<file path="config.mk">
export PLATFORM = sky130hd
export DESIGN_NAME = xing_light_ctrl
export DESIGN_NICKNAME = d
export VERILOG_FILES = /design/src/rtl/xing_light_pkg.sv /design/src/rtl/interval_timer.sv /design/src/rtl/walk_latch.sv /design/src/rtl/phase_fsm.sv /design/src/rtl/lamp_decode.sv /design/src/rtl/xing_light_ctrl.sv
export SDC_FILE = /design/constraint.sdc
export NUM_CORES = 1
export LEC_CHECK = 0
export BUFFER_PORTS_ARGS = -buffer_cell sky130_fd_sc_hd__buf_2
export CAP_MARGIN = 20
export CELL_PAD_IN_SITES_DETAIL_PLACEMENT = 0
export CELL_PAD_IN_SITES_GLOBAL_PLACEMENT = 2
export CORE_MARGIN = 2
export CORE_UTILIZATION = 35
export CTS_CLUSTER_SIZE = 10
export DETAILED_ROUTE_END_ITERATION = 10
export PLACE_DENSITY_LB_ADDON = 0.3
export SLEW_MARGIN = 15
export SYNTH_ARGS = -nofsm -noshare
export SYNTH_HDL_FRONTEND = slang
export SYNTH_SLANG_ARGS = --single-unit
export TNS_END_PERCENT = 10
</file>
<file path="constraint.sdc">
create_clock -name clk -period 2.6 [get_ports clk]
set_input_delay 0.26 -clock clk [delete_from_list [all_inputs] [get_ports clk]]
set_output_delay 0.26 -clock clk [all_outputs]
set_load 0.02 [all_outputs]
</file>
<file path="src/rtl/xing_light_pkg.sv">
package xing_light_pkg;
  typedef enum logic [2:0] {
    PH_MAIN_GO   = 3'd0,
    PH_MAIN_WARN = 3'd1,
    PH_SIDE_GO   = 3'd2,
    PH_SIDE_WARN = 3'd3,
    PH_ALL_STOP  = 3'd4
  } phase_e;

  typedef struct packed {
    logic red;
    logic yel;
    logic grn;
  } lamp_t;
endpackage

</file>
<file path="src/rtl/interval_timer.sv">
module interval_timer #(
  parameter int LIMIT = 4
) (
  input  logic clk,
  input  logic rst,
  input  logic run,
  input  logic restart,
  input  logic tick,
  output logic done
);
  localparam int W = $clog2(LIMIT + 1);
  localparam logic [W-1:0] LIM = W'(LIMIT);

  logic [W-1:0] cnt_q;

  assign done = (cnt_q == LIM);

  always_ff @(posedge clk) begin
    if (rst || restart || !run) begin
      cnt_q <= '0;
    end else if (tick && !done) begin
      cnt_q <= cnt_q + 1'b1;
    end
  end
endmodule

</file>
<file path="src/rtl/walk_latch.sv">
module walk_latch (
  input  logic clk,
  input  logic rst,
  input  logic walk_req,
  input  logic accept,
  input  logic serve,
  output logic pend
);
  always_ff @(posedge clk) begin
    if (rst || serve) begin
      pend <= 1'b0;
    end else if (walk_req && accept) begin
      pend <= 1'b1;
    end
  end
endmodule

</file>
<file path="src/rtl/phase_fsm.sv">
module phase_fsm
  import xing_light_pkg::*;
(
  input  logic   clk,
  input  logic   rst,
  input  logic   side_car,
  input  logic   walk_req,
  input  logic   pend,
  input  logic   long_done,
  input  logic   short_done,
  input  logic   walk_done,
  output phase_e phase_q,
  output logic   change,
  output logic   retrig,
  output logic   enter_stop
);
  phase_e phase_d;
  logic   press_now;

  assign press_now  = pend || walk_req;
  assign change     = (phase_d != phase_q);
  assign enter_stop = change && (phase_d == PH_ALL_STOP);

  always_comb begin
    phase_d = phase_q;
    retrig  = 1'b0;
    unique case (phase_q)
      PH_MAIN_GO: begin
        if (press_now || (long_done && side_car)) phase_d = PH_MAIN_WARN;
      end
      PH_MAIN_WARN: begin
        if (walk_req)        retrig  = 1'b1;
        else if (short_done) phase_d = pend ? PH_ALL_STOP : PH_SIDE_GO;
      end
      PH_SIDE_GO: begin
        if (press_now || long_done || !side_car) phase_d = PH_SIDE_WARN;
      end
      PH_SIDE_WARN: begin
        if (walk_req)        retrig  = 1'b1;
        else if (short_done) phase_d = pend ? PH_ALL_STOP : PH_MAIN_GO;
      end
      PH_ALL_STOP: begin
        if (walk_done) phase_d = PH_MAIN_GO;
      end
      default: phase_d = PH_MAIN_GO;
    endcase
  end

  always_ff @(posedge clk) begin
    if (rst) phase_q <= PH_MAIN_GO;
    else     phase_q <= phase_d;
  end
endmodule

</file>
<file path="src/rtl/lamp_decode.sv">
module lamp_decode
  import xing_light_pkg::*;
(
  input  phase_e phase,
  output lamp_t  main_l,
  output lamp_t  side_l
);
  always_comb begin
    main_l = '{red: 1'b1, yel: 1'b0, grn: 1'b0};
    side_l = '{red: 1'b1, yel: 1'b0, grn: 1'b0};
    unique case (phase)
      PH_MAIN_GO:   main_l = '{red: 1'b0, yel: 1'b0, grn: 1'b1};
      PH_MAIN_WARN: main_l = '{red: 1'b0, yel: 1'b1, grn: 1'b0};
      PH_SIDE_GO:   side_l = '{red: 1'b0, yel: 1'b0, grn: 1'b1};
      PH_SIDE_WARN: side_l = '{red: 1'b0, yel: 1'b1, grn: 1'b0};
      default: ;
    endcase
  end
endmodule

</file>
<file path="src/rtl/xing_light_ctrl.sv">
module xing_light_ctrl
  import xing_light_pkg::*;
#(
  parameter int LONG_TICKS  = 25,
  parameter int SHORT_TICKS = 4,
  parameter int WALK_TICKS  = 15
) (
  input  logic clk,
  input  logic rst,
  input  logic tick,
  input  logic side_car,
  input  logic walk_req,
  output logic main_red,
  output logic main_yel,
  output logic main_grn,
  output logic side_red,
  output logic side_yel,
  output logic side_grn
);
  phase_e phase;
  logic   change, retrig, enter_stop, pend;
  logic   long_done, short_done, walk_done;
  logic   in_green, in_yellow, in_stop;
  lamp_t  main_l, side_l;

  assign in_green  = (phase == PH_MAIN_GO)   || (phase == PH_SIDE_GO);
  assign in_yellow = (phase == PH_MAIN_WARN) || (phase == PH_SIDE_WARN);
  assign in_stop   = (phase == PH_ALL_STOP);

  interval_timer #(.LIMIT(LONG_TICKS)) u_long (
    .clk(clk), .rst(rst), .run(in_green), .restart(change),
    .tick(tick), .done(long_done)
  );

  interval_timer #(.LIMIT(SHORT_TICKS)) u_short (
    .clk(clk), .rst(rst), .run(in_yellow), .restart(change || retrig),
    .tick(tick), .done(short_done)
  );

  interval_timer #(.LIMIT(WALK_TICKS)) u_walk (
    .clk(clk), .rst(rst), .run(in_stop), .restart(change),
    .tick(tick), .done(walk_done)
  );

  walk_latch u_latch (
    .clk(clk), .rst(rst), .walk_req(walk_req), .accept(!in_stop),
    .serve(enter_stop), .pend(pend)
  );

  phase_fsm u_fsm (
    .clk(clk), .rst(rst), .side_car(side_car), .walk_req(walk_req && !in_stop),
    .pend(pend), .long_done(long_done), .short_done(short_done),
    .walk_done(walk_done), .phase_q(phase), .change(change),
    .retrig(retrig), .enter_stop(enter_stop)
  );

  lamp_decode u_lamps (
    .phase(phase), .main_l(main_l), .side_l(side_l)
  );

  assign main_red = main_l.red;
  assign main_yel = main_l.yel;
  assign main_grn = main_l.grn;
  assign side_red = side_l.red;
  assign side_yel = side_l.yel;
  assign side_grn = side_l.grn;
endmodule

</file>
==> results by group, run 1 <==
Placed design
  – Input/output buffers: 10
  – Place WS: 1.05 ns
  – HPWL after DPL: 1.20 mm
  – DP Cell Count: 132
  – Placed Area: 915 sq um
  – Final Wtd Congestion: 0.743

Timing
  – Max Fclk: 648 MHz
  – Setup violators final: 0
  – Setup TNS Final: 0 ns
  – Final period util: 59.3%
  – Actual slew at the worst max-slew pin: 0.480 ns
  – Max Clock Skew: 0.00686 ns
  – Final number of hold-violating endpoints: 0
  – Setup ws final: 1.06 ns
  – Max-slew headroom: 68.0%
  – RSZ-0062 raised after global routing: false
  – Final Critical Period: 1.54 ns
  – Final Slew Violations: 0

Power
  – Internal: 315 uW
  – Sequential share of power: 60.9%
  – Part of the power in combinational logic: 7.9%
  – P per Cell Area: 443 nW/um^2
  – Switching part of the total: 24.0%
  – Sw power: 99.7 uW
  – Leak: 0.000363 uW
  – Clock share of power: 31.2%
  – Peak VDD IR: 0.214 mV

Worst setup path
  – Worst path bufs/invs: 1
  – Crit end category: flop
  – Data arrival time of the critical path: 1.75 ns
  – CP max stage delay: 0.37 ns
  – Crit-path cells: inv_1, ha_1, a211o_1, or3_1, nor3_1
  – WP depth: 5
  – CP delay by family, top: simple AND/OR/NAND/NOR gates
  – Worst path slowest cell: dfxtp_1
  – Worst r2r path cells: 5
  – Worst Path Max Fanout: 4
  – Worst Path Required: 2.81 ns
  – RR Endpoint: u_short.cnt_q[2]
  – WS Path Type: reg2reg
  – R2r setup slk: 1.06 ns
  – Worst setup startpoint: u_short.cnt_q[0]
  – Worst r2r src: u_short.cnt_q[0]
  – Critical Path Source Type: flop
  – CP Capture Point: u_short.cnt_q[2]

Floorplanning
  – Core Rows: 17
  – Initial Util: 37.3%
  – Num ports: 11
  – Die Y: 52.8 um
  – Die Wd: 52.8 um
  – Area of the core: 2230 sq um
  – Die area: 2790 sq um

Cells and area
  – Share of cells above drive strength 1: 16.8%
  – Final net count: 119
  – P&R area growth vs syn: 12.5%
  – Final instance area: 937 sq um
  – Non-Filler Instances: 135
  – ANT cells: 0

Worst hold path
  – Hold WC Path Type: in2reg

Logic synthesis
  – Top post-synthesis cells by area: dfxtp_1, ha_1, a21oi_1
  – Gate count after technology mapping: 95
  – Synth top area share: 38.4%
  – Primary FF master, synth: dfxtp_1
  – Commonest cells in the netlist: dfxtp_1, nor2_1, a21oi_1
  – Yosys reg bits: 16
  – Leading area contributor after synthesis: dfxtp_1
  – Ys Warns: 0
  – Post-synth ARST share: 0%
  – Syn_nets: 105
  – Synth unique cells: 33
  – Sequential area share after synthesis: 38.4%
  – Cell area after synthesis: 833 sq um
  – Number of flops mapped to enable cells by yosys: 0
  – Avg Cell Area, Syn: 8.77 sq um
  – Top-count cell post-synth: dfxtp_1

Detailed routing
  – DRT iter0 DRCs: 15
  – Met2 wire length: 715 um
  – First-pass iteration count of the detailed router: 4
  – Wire per inst: 11.9 um
  – Post-route ant nets: 0
  – Number of remaining DRC errors: 0
  – Via count: 722
  – Top layer in use: met4
  – Vias per inst: 5.35
  – Metal3 WL: 78 um
  – Wire length on met1: 801 um
  – Routed WL: 1.61 mm

Global routing
  – Antenna violations before repair: 0
  – GRT Total Usage: 14.6%
  – First-pass GRT wire length: 2.93 mm
  – GRT overflow: 0
  – Largest net degree at the start of global routing: 13
  – Vias in the first global route: 670

Clocking
  – Inserted Clock Buffers: 3
  – # Post-CTS Setup Buffers: 0
  – Post-CTS sizing: 0
  – CTS sink cnt: 16
  – Clk buf depth: 2
  – H-Tree Depth: 1
  – Clk pin slew, worst setup/hold paths: 0.10 ns
  – Clk_lat worst skew: 0.28 ns
  – Cts hold-fix bufs: 0
  – CTS tree: done
  – Root Driver: clkbuf_4

Run
  – # Max-Cap Violations: 0

Status
  – Status: finished, final reports clean
[per-stage QoR]
step                total power [uW]  util [%]  hold WS, ns
floorplan                        279         -        0.329
global placement                 291      41.0        0.494
detailed placement               291      41.0        0.498
CTS                              426      42.0        0.218
global route                     441      42.0        0.221
finish                           415      42.0        0.236
[placed cells by master, fill, tap and decap left out, drive strengths merged]
cell	Yosys	layout
a211o	1	1
a211oi	2	2
a21boi	1	1
a21oi	8	8
a31oi	1	1
and2	1	1
and3	1	1
and4	1	1
and4b	3	3
buf	0	10
clkbuf	1	3
dfxtp	16	16
ha	5	5
inv	6	6
mux2i	2	2
nand2	2	2
nand2b	4	4
nand3	3	3
nand3b	1	1
nand4	3	3
nor2	9	9
nor3	4	4
nor3b	2	2
nor4	1	1
o2111ai	1	1
o21ai	4	4
or2	2	2
or3	5	5
or3b	2	2
xnor2	1	1
xor2	2	2
[logic make-up after synthesis]
logic type,after synthesis,synth area share (%)
AND/OR/NAND/NOR,44,32.6
AO/OA/AOI/OAI,18,12.8
flip-flops,16,38.4
buffers and inverters,7,3.15
adder cells (fa/ha/maj),5,7.51
XOR/XNOR,3,3.15
multiplexers,2,2.40
[flip-flops by register name (all words and copies together) (netlist names)]
signal and cells:
u_long.cnt_q 5, u_latch.pend 1, u_short.cnt_q 3, u_walk.cnt_q 4, u_fsm.phase_q 3
[routing by layer]
layer | global-route usage (%) | vias to the layer above
met5 | 0 | -
met4 | 8.55 | 0
met3 | 4.00 | 2
met2 | 21.5 | 16
met1 | 18.8 | 333
li1 | - | 371
[cell type report]
type	instances	area [sq um]
sequential	16	320
inverter	6	22.5
timing repair buffer	10	50.0
multi-input combinational	72	487
tap	28	35.0
clock buffer	3	22.5
fill	239	1300
[power by group through the flow]
stage	clock [uW]	combinational, uW	sequential [uW]
final	129	32.9	253
after global routing	150	37.4	254
after CTS	141	33.2	253
after detailed placement	0	33.0	258
after global placement	0	33.1	258
after floorplan	0	22.0	257
[how the worst min path moves through the flow]
stage | slack (ns) | cells after the start | from | endpoint
after CTS | 0.22 | 2 | rst | u_latch.pend
final | 0.24 | 2 | rst | u_fsm.phase_q[1]
after global routing | 0.22 | 2 | rst | u_fsm.phase_q[1]
after global placement | 0.49 | 2 | u_walk.cnt_q[1] | u_walk.cnt_q[1]
after floorplan | 0.33 | 1 | rst | u_fsm.phase_q[2]
after detailed placement | 0.50 | 2 | u_walk.cnt_q[3] | u_walk.cnt_q[3]
[worst register-to-register path: stages, from the launching register on]
cell and delay (ns):
dfxtp_1 0.37, inv_1 0.06, ha_1 0.22, a211o_1 0.28, or3_1 0.36, nor3_1 0.18
(Power assumes the default switching activity.)
==> run 2, diff against run 1 <==
--- a/config.mk
+++ b/config.mk
@@ -10,7 +10,7 @@
 export CELL_PAD_IN_SITES_DETAIL_PLACEMENT = 0
 export CELL_PAD_IN_SITES_GLOBAL_PLACEMENT = 2
 export CORE_MARGIN = 2
-export CORE_UTILIZATION = 35
+export CORE_UTILIZATION = 33
 export CTS_CLUSTER_SIZE = 10
 export DETAILED_ROUTE_END_ITERATION = 10
 export PLACE_DENSITY_LB_ADDON = 0.3
==> constraint.sdc (replaced) <==
create_clock -name clk -period 1.44 [get_ports clk]
set_input_delay 0.144 -clock clk [delete_from_list [all_inputs] [get_ports clk]]
set_output_delay 0.144 -clock clk [all_outputs]
set_load 0.02 [all_outputs]
==> results by group, run 2 (synthesized netlist as in run 1, its figures left out) <==
Timing
  – Min Hold Slack: 0.108 ns (-0.128 ns)
  – Setup violators final: 0 (unchanged)
  – Final number of hold-violating endpoints: 0 (unchanged)
  – Actual slew at the worst max-slew pin: 0.396 ns (-0.0835 ns)
  – Max Clock Skew: 0.00226 ns (-0.00459 ns)
  – Final Slew Violations: 0 (unchanged)
  – RSZ-0062 raised after global routing: true
  – Setup TNS Final: 0 ns (unchanged)
  – Max-slew headroom: 73.4% (+5.4 points)
  – Max Fclk: 721 MHz (+11%)
  – Final Critical Period: 1.39 ns (-0.156 ns)
  – Final period util: 96.3% (+37 points)

Placed design
  – HPWL after DPL: 1.32 mm (+11%)
  – Final Wtd Congestion: 0.754 (+1.5%)
  – Placed Area: 998 sq um (+9.2%)
  – Input/output buffers: 10 (unchanged)

Worst setup path
  – Critical Path Source Type: flop
  – CP max stage delay: 0.36 ns (about the same)
  – Worst path slowest cell: or3_4
  – Worst Path Required: 1.66 ns (-1.15 ns)
  – Crit-path cells: inv_1, ha_2, a211o_1, or3_4, nor2_1
  – Worst Path Max Fanout: 4 (unchanged)
  – Crit end category: flop
  – CP delay by family, top: simple AND/OR/NAND/NOR gates
  – Data arrival time of the critical path: 1.61 ns (-0.14 ns)
  – Worst path bufs/invs: 1 (unchanged)
  – WS Path Type: reg2reg

Global routing
  – Vias in the first global route: 751 (+12%)
  – Largest net degree at the start of global routing: 13 (unchanged)
  – Antenna violations before repair: 0 (unchanged)
  – GRT Total Usage: 14.6% (+0.072 points)
  – GRT overflow: 0 (unchanged)
  – First-pass GRT wire length: 3.06 mm (+4.2%)

Clocking
  – Root Driver: clkbuf_4
  – Clk_lat worst skew: 0.28 ns (about the same)
  – CTS tree: done
  – Clk pin slew, worst setup/hold paths: 0.09 ns (about the same)
  – Clk buf depth: 2 (unchanged)
  – H-Tree Depth: 1 (unchanged)
  – CTS sink cnt: 16 (unchanged)
  – Inserted Clock Buffers: 3 (unchanged)

Cells and area
  – ANT cells: 0 (unchanged)
  – Final Util: 44.2% (+2.3 points)
  – Top flop regs: u_long.cnt_q (5), u_walk.cnt_q (4)
  – Final instance area: 1080 sq um (+15%)
  – P&R area growth vs syn: 29.1%
  – Final net count: 129 (+8.4%)
  – Commonest non-fill, non-tap cells in the layout: dfxtp_1, buf_4, buf_2, nor2_1
  – Storage cell area: 324 sq um (+1.2%)
  – Largest reg by FF count: u_long.cnt_q
  – Commonest non-fill, non-tap cell in the layout: dfxtp_1
  – Filler instances: 249 (+4.2%)
  – Share of cells above drive strength 1: 33.9% (+17 points)
  – Max reg flops: 5 (unchanged)
  – Area of the multi-input gates: 526 sq um (+8.0%)

Floorplanning
  – Core Rows: 18 (+1)
  – Area of the core: 2430 sq um (+8.9%)
  – Die Wd: 54.3 um (+2.8%)
  – Num ports: 11 (unchanged)
  – Die Y: 54.3 um (+2.8%)
  – Die area: 2940 sq um (+5.6%)
  – Initial Util: 34.3% (-3.1 points)

Detailed routing
  – Routed WL: 1.78 mm (+11%)
  – Number of remaining DRC errors: 0 (unchanged)
  – DRT iter0 DRCs: 7 (-8)
  – Wire per inst: 12.1 um (+0.89%)
  – Vias per inst: 5.09 (-4.9%)
  – Post-route ant nets: 0 (unchanged)
  – Via count: 753 (+4.3%)
  – First-pass iteration count of the detailed router: 4 (unchanged)

Run
  – # Max-Cap Violations: 0 (unchanged)

Worst hold path
  – Hold WC Path Type: in2reg

Power
  – Peak VDD IR: 0.487 mV (+130%)
  – Leak: 0.000424 uW (+17%)
  – P per Cell Area: 768 nW/um^2 (+73%)

Status
  – Status: finished, final reports clean
[run 2: cell types whose count changed in the layout (fill, tap and decap cells not counted), moves of 2 or more]
cell and change:
dfxtp_2 +3, nor2_2 +2, buf_4 +12, a21oi_2 +2, dfxtp_1 -3, nor2_1 -2
buf_2 -2, a21oi_1 -2
[run 2: where the power goes]
| part | total [uW] | leakage [uW] | internal, uW | switching, uW |
|---|---|---|---|---|
| Combinational | 79.0 | 0.000272 | 34.5 | 44.5 |
| Clock | 293 | 0.0000210 | 154 | 140 |
| Sequential | 454 | 0.000131 | 449 | 4.83 |
| Total | 826 | 0.000424 | 637 | 189 |
[run 2: path summary, 6_finish.rpt]
kind                         start                to  slack [ns]  depth (start not counted)
setup / recovery  u_short.cnt_q[0]  u_short.cnt_q[1]        0.05                          5
setup reg to reg  u_short.cnt_q[0]  u_short.cnt_q[1]        0.05                          5
hold / removal                 rst  u_fsm.phase_q[2]        0.11                          2
hold reg to reg    u_long.cnt_q[1]   u_long.cnt_q[1]        0.49                          2
[run 2: per-stage QoR]
step,std cells,worst slack [ns],total power [uW]
6_report,148,0.0534,826
5_1_grt,148,-0.00337,872
4_1_cts,148,-0.0274,840
3_5_place_dp,144,-0.0222,536
3_3_place_gp,144,0.0260,534
2_1_floorplan,95,0.0256,505
[run 2: repair_timing]
action,CTS,global route
setup buffers,0,0
hold buffers,0,0
resized for setup,3,10
pin swaps,0,1
cloned,0,0
setup endpoints to repair,3,5
[run 2: layout make-up]
| type | count | area share (%) |
|---|---|---|
| multi-input cells | 72 | 48.8 |
| inverters | 6 | 2.09 |
| clock buffers | 4 | 3.37 |
| repair buffers | 20 | 12.1 |
| well taps | 30 | 3.49 |
| flip-flops and latches | 16 | 30.1 |
[run 2: per-layer routing]
layer | part of all wire, % | track usage (%) | vias to the layer above
met1 | 48 | 17.3 | 349
met3 | 3.5 | 4.92 | 2
li1 | - | - | 389
met5 | 0 | 0 | -
met4 | 0.56 | 6.67 | 0
met2 | 48 | 23.9 | 13
==> run 3, diff against run 2 <==
--- a/config.mk
+++ b/config.mk
@@ -5,12 +5,10 @@
 export SDC_FILE = /design/constraint.sdc
 export NUM_CORES = 1
 export LEC_CHECK = 0
-export BUFFER_PORTS_ARGS = -buffer_cell sky130_fd_sc_hd__buf_2
+export BUFFER_PORTS_ARGS = -buffer_cell sky130_fd_sc_hd__buf_4
 export CAP_MARGIN = 20
-export CELL_PAD_IN_SITES_DETAIL_PLACEMENT = 0
-export CELL_PAD_IN_SITES_GLOBAL_PLACEMENT = 2
 export CORE_MARGIN = 2
-export CORE_UTILIZATION = 33
+export CORE_UTILIZATION = 45
 export CTS_CLUSTER_SIZE = 10
 export DETAILED_ROUTE_END_ITERATION = 10
 export PLACE_DENSITY_LB_ADDON = 0.3
==> results by group, run 3 (synthesized netlist as in run 1, its figures left out) <==
Cells and area
  – Largest reg by FF count: u_long.cnt_q
  – Area of the multi-input gates: 512 sq um (-2.6%)
  – ANT cells: 0 (unchanged)
  – Commonest non-fill, non-tap cells in the layout: buf_4, dfxtp_1, a21oi_1, nor2_1, inv_1
  – Final net count: 126 (-2.3%)
  – Storage cell area: 327 sq um (+0.77%)
  – P&R area growth vs syn: 26.7%
  – Commonest non-fill, non-tap cell in the layout: buf_4
  – Top flop regs: u_long.cnt_q (5), u_walk.cnt_q (4)
  – Filler instances: 158 (-37%)
  – Max reg flops: 5 (unchanged)
  – Share of cells above drive strength 1: 32.2% (-1.7 points)

Placed design
  – Input/output buffers: 10 (unchanged)
  – Final Wtd Congestion: 0.763 (+1.2%)
  – HPWL after DPL: 1.24 mm (-6.2%)
  – Place WS: -0.0257 ns (-0.00346 ns)

Floorplanning
  – Core Rows: 15 (-3)
  – Die area: 2210 sq um (-25%)
  – Die Wd: 47.0 um (-13%)
  – Initial Util: 48.3% (+14 points)
  – Area of the core: 1730 sq um (-29%)
  – Die Y: 47.0 um (-13%)
  – Num ports: 11 (unchanged)

Timing
  – Max Fclk: 709 MHz (-1.6%)
  – Max Clock Skew: 0.00276 ns (+0.000496 ns)
  – Setup TNS Final: 0 ns (unchanged)
  – Final Critical Period: 1.41 ns (+0.0230 ns)
  – Final period util: 97.9% (+1.6 points)
  – Actual slew at the worst max-slew pin: 0.348 ns (-0.0484 ns)
  – Final number of hold-violating endpoints: 0 (unchanged)
  – Max-slew headroom: 76.6% (+3.3 points)
  – RSZ-0062 raised after global routing: true
  – Min Hold Slack: 0.0501 ns (-0.0578 ns)
  – Setup ws final: 0.0304 ns (-0.0230 ns)
  – Final Slew Violations: 0 (unchanged)
  – Setup violators final: 0 (unchanged)

Global routing
  – GRT overflow: 0 (unchanged)
  – GRT Total Usage: 18.2% (+3.5 points)
  – Antenna violations before repair: 0 (unchanged)
  – Vias in the first global route: 690 (-8.1%)
  – First-pass GRT wire length: 2.76 mm (-9.7%)
  – Largest net degree at the start of global routing: 13 (unchanged)

Worst hold path
  – Min-delay src: rst
  – Hold WC Path Type: in2reg

Detailed routing
  – First-pass iteration count of the detailed router: 4 (unchanged)
  – Post-route ant nets: 0 (unchanged)
  – DRT iter0 DRCs: 15 (+8)
  – Wire per inst: 11.9 um (-1.3%)
  – Number of remaining DRC errors: 0 (unchanged)
  – Via count: 756 (+0.40%)
  – Vias per inst: 5.40 (+6.1%)
  – Routed WL: 1.67 mm (-6.6%)

Clocking
  – CTS tree: done
  – Root Driver: clkbuf_4
  – Clk_lat worst skew: 0.29 ns (about the same)
  – # Post-CTS Setup Buffers: 0 (unchanged)
  – H-Tree Depth: 1 (unchanged)
  – Inserted Clock Buffers: 3 (unchanged)
  – Clk pin slew, worst setup/hold paths: 0.09 ns (about the same)
  – Clk buf depth: 2 (unchanged)
  – Cts hold-fix bufs: 0 (unchanged)
  – CTS sink cnt: 16 (unchanged)

Run
  – # Max-Cap Violations: 0 (unchanged)

Status
  – Status: finished, final reports clean

Worst setup path
  – Worst r2r src: u_short.cnt_q[0]
  – Worst Path Max Fanout: 4 (unchanged)
  – Worst Path Required: 1.66 ns (about the same)
  – Crit end category: flop
  – Data arrival time of the critical path: 1.63 ns (+0.02 ns)
  – Worst setup startpoint: u_short.cnt_q[0]
  – WS Path Type: reg2reg
  – R2r setup slk: 0.03 ns (-0.02 ns)
  – Critical Path Source Type: flop

Power
  – Leak: 0.000416 uW (-2.0%)
  – Peak VDD IR: 0.541 mV (+11%)
  – P per Cell Area: 782 nW/um^2 (+1.9%)
==> run 3: where the power goes <==
| group | internal, uW | switching [uW] | total (uW) |
|---|---|---|---|
| Sequential | 449 | 7.02 | 456 |
| Clock | 154 | 144 | 298 |
| Combinational | 33.8 | 38.0 | 71.7 |
| Total | 637 | 189 | 826 |
==> run 3: layout make-up <==
class                      instances  area share, %
clock buffer                       4           3.44
tap                               25           2.96
timing repair buffer              17           12.1
inverter                           6           2.13
multi-input combinational         72           48.5
sequential                        16           30.9
==> run 3: worst paths after layout <==
path,end,cells past startpoint
max,u_short.cnt_q[2],5
min,u_fsm.phase_q[2],2
max reg2reg,u_short.cnt_q[2],5
min reg2reg,u_long.cnt_q[1],2
==> run 3: what timing repair did <==
item	4_1_cts	5_1_grt
gates resized for setup	6	4
endpoints found under the setup margin	4	6
pin swaps	1	1
endpoints found under the hold margin	0	0
==> run 3: critical path, stage by stage, from the launching register on <==
cell and delay, ns:
dfxtp_2 0.34, inv_1 0.04, ha_2 0.19, a211o_1 0.28, or3_4 0.35, nor3_2 0.15
==> run 3: per-stage QoR <==
step	cells	utilization, %	cell area, sq um	total power (uW)
after CTS	140	60.5	1040	834
after floorplan	95	-	840	505
after detailed placement	136	57.6	995	535
final	140	61.2	1060	826
after global placement	136	57.6	995	534
after global routing	140	61.2	1060	861
==> run 3: metal layers <==
metal	share of wire (%)	GRT usage, %	wire, um	up-vias
li1	-	-	-	387
met1	46	22.1	765	352
met2	48	27.7	796	13
met3	3.4	3.85	57	4
met4	2.8	14.4	46	0
met5	0	0	0	-
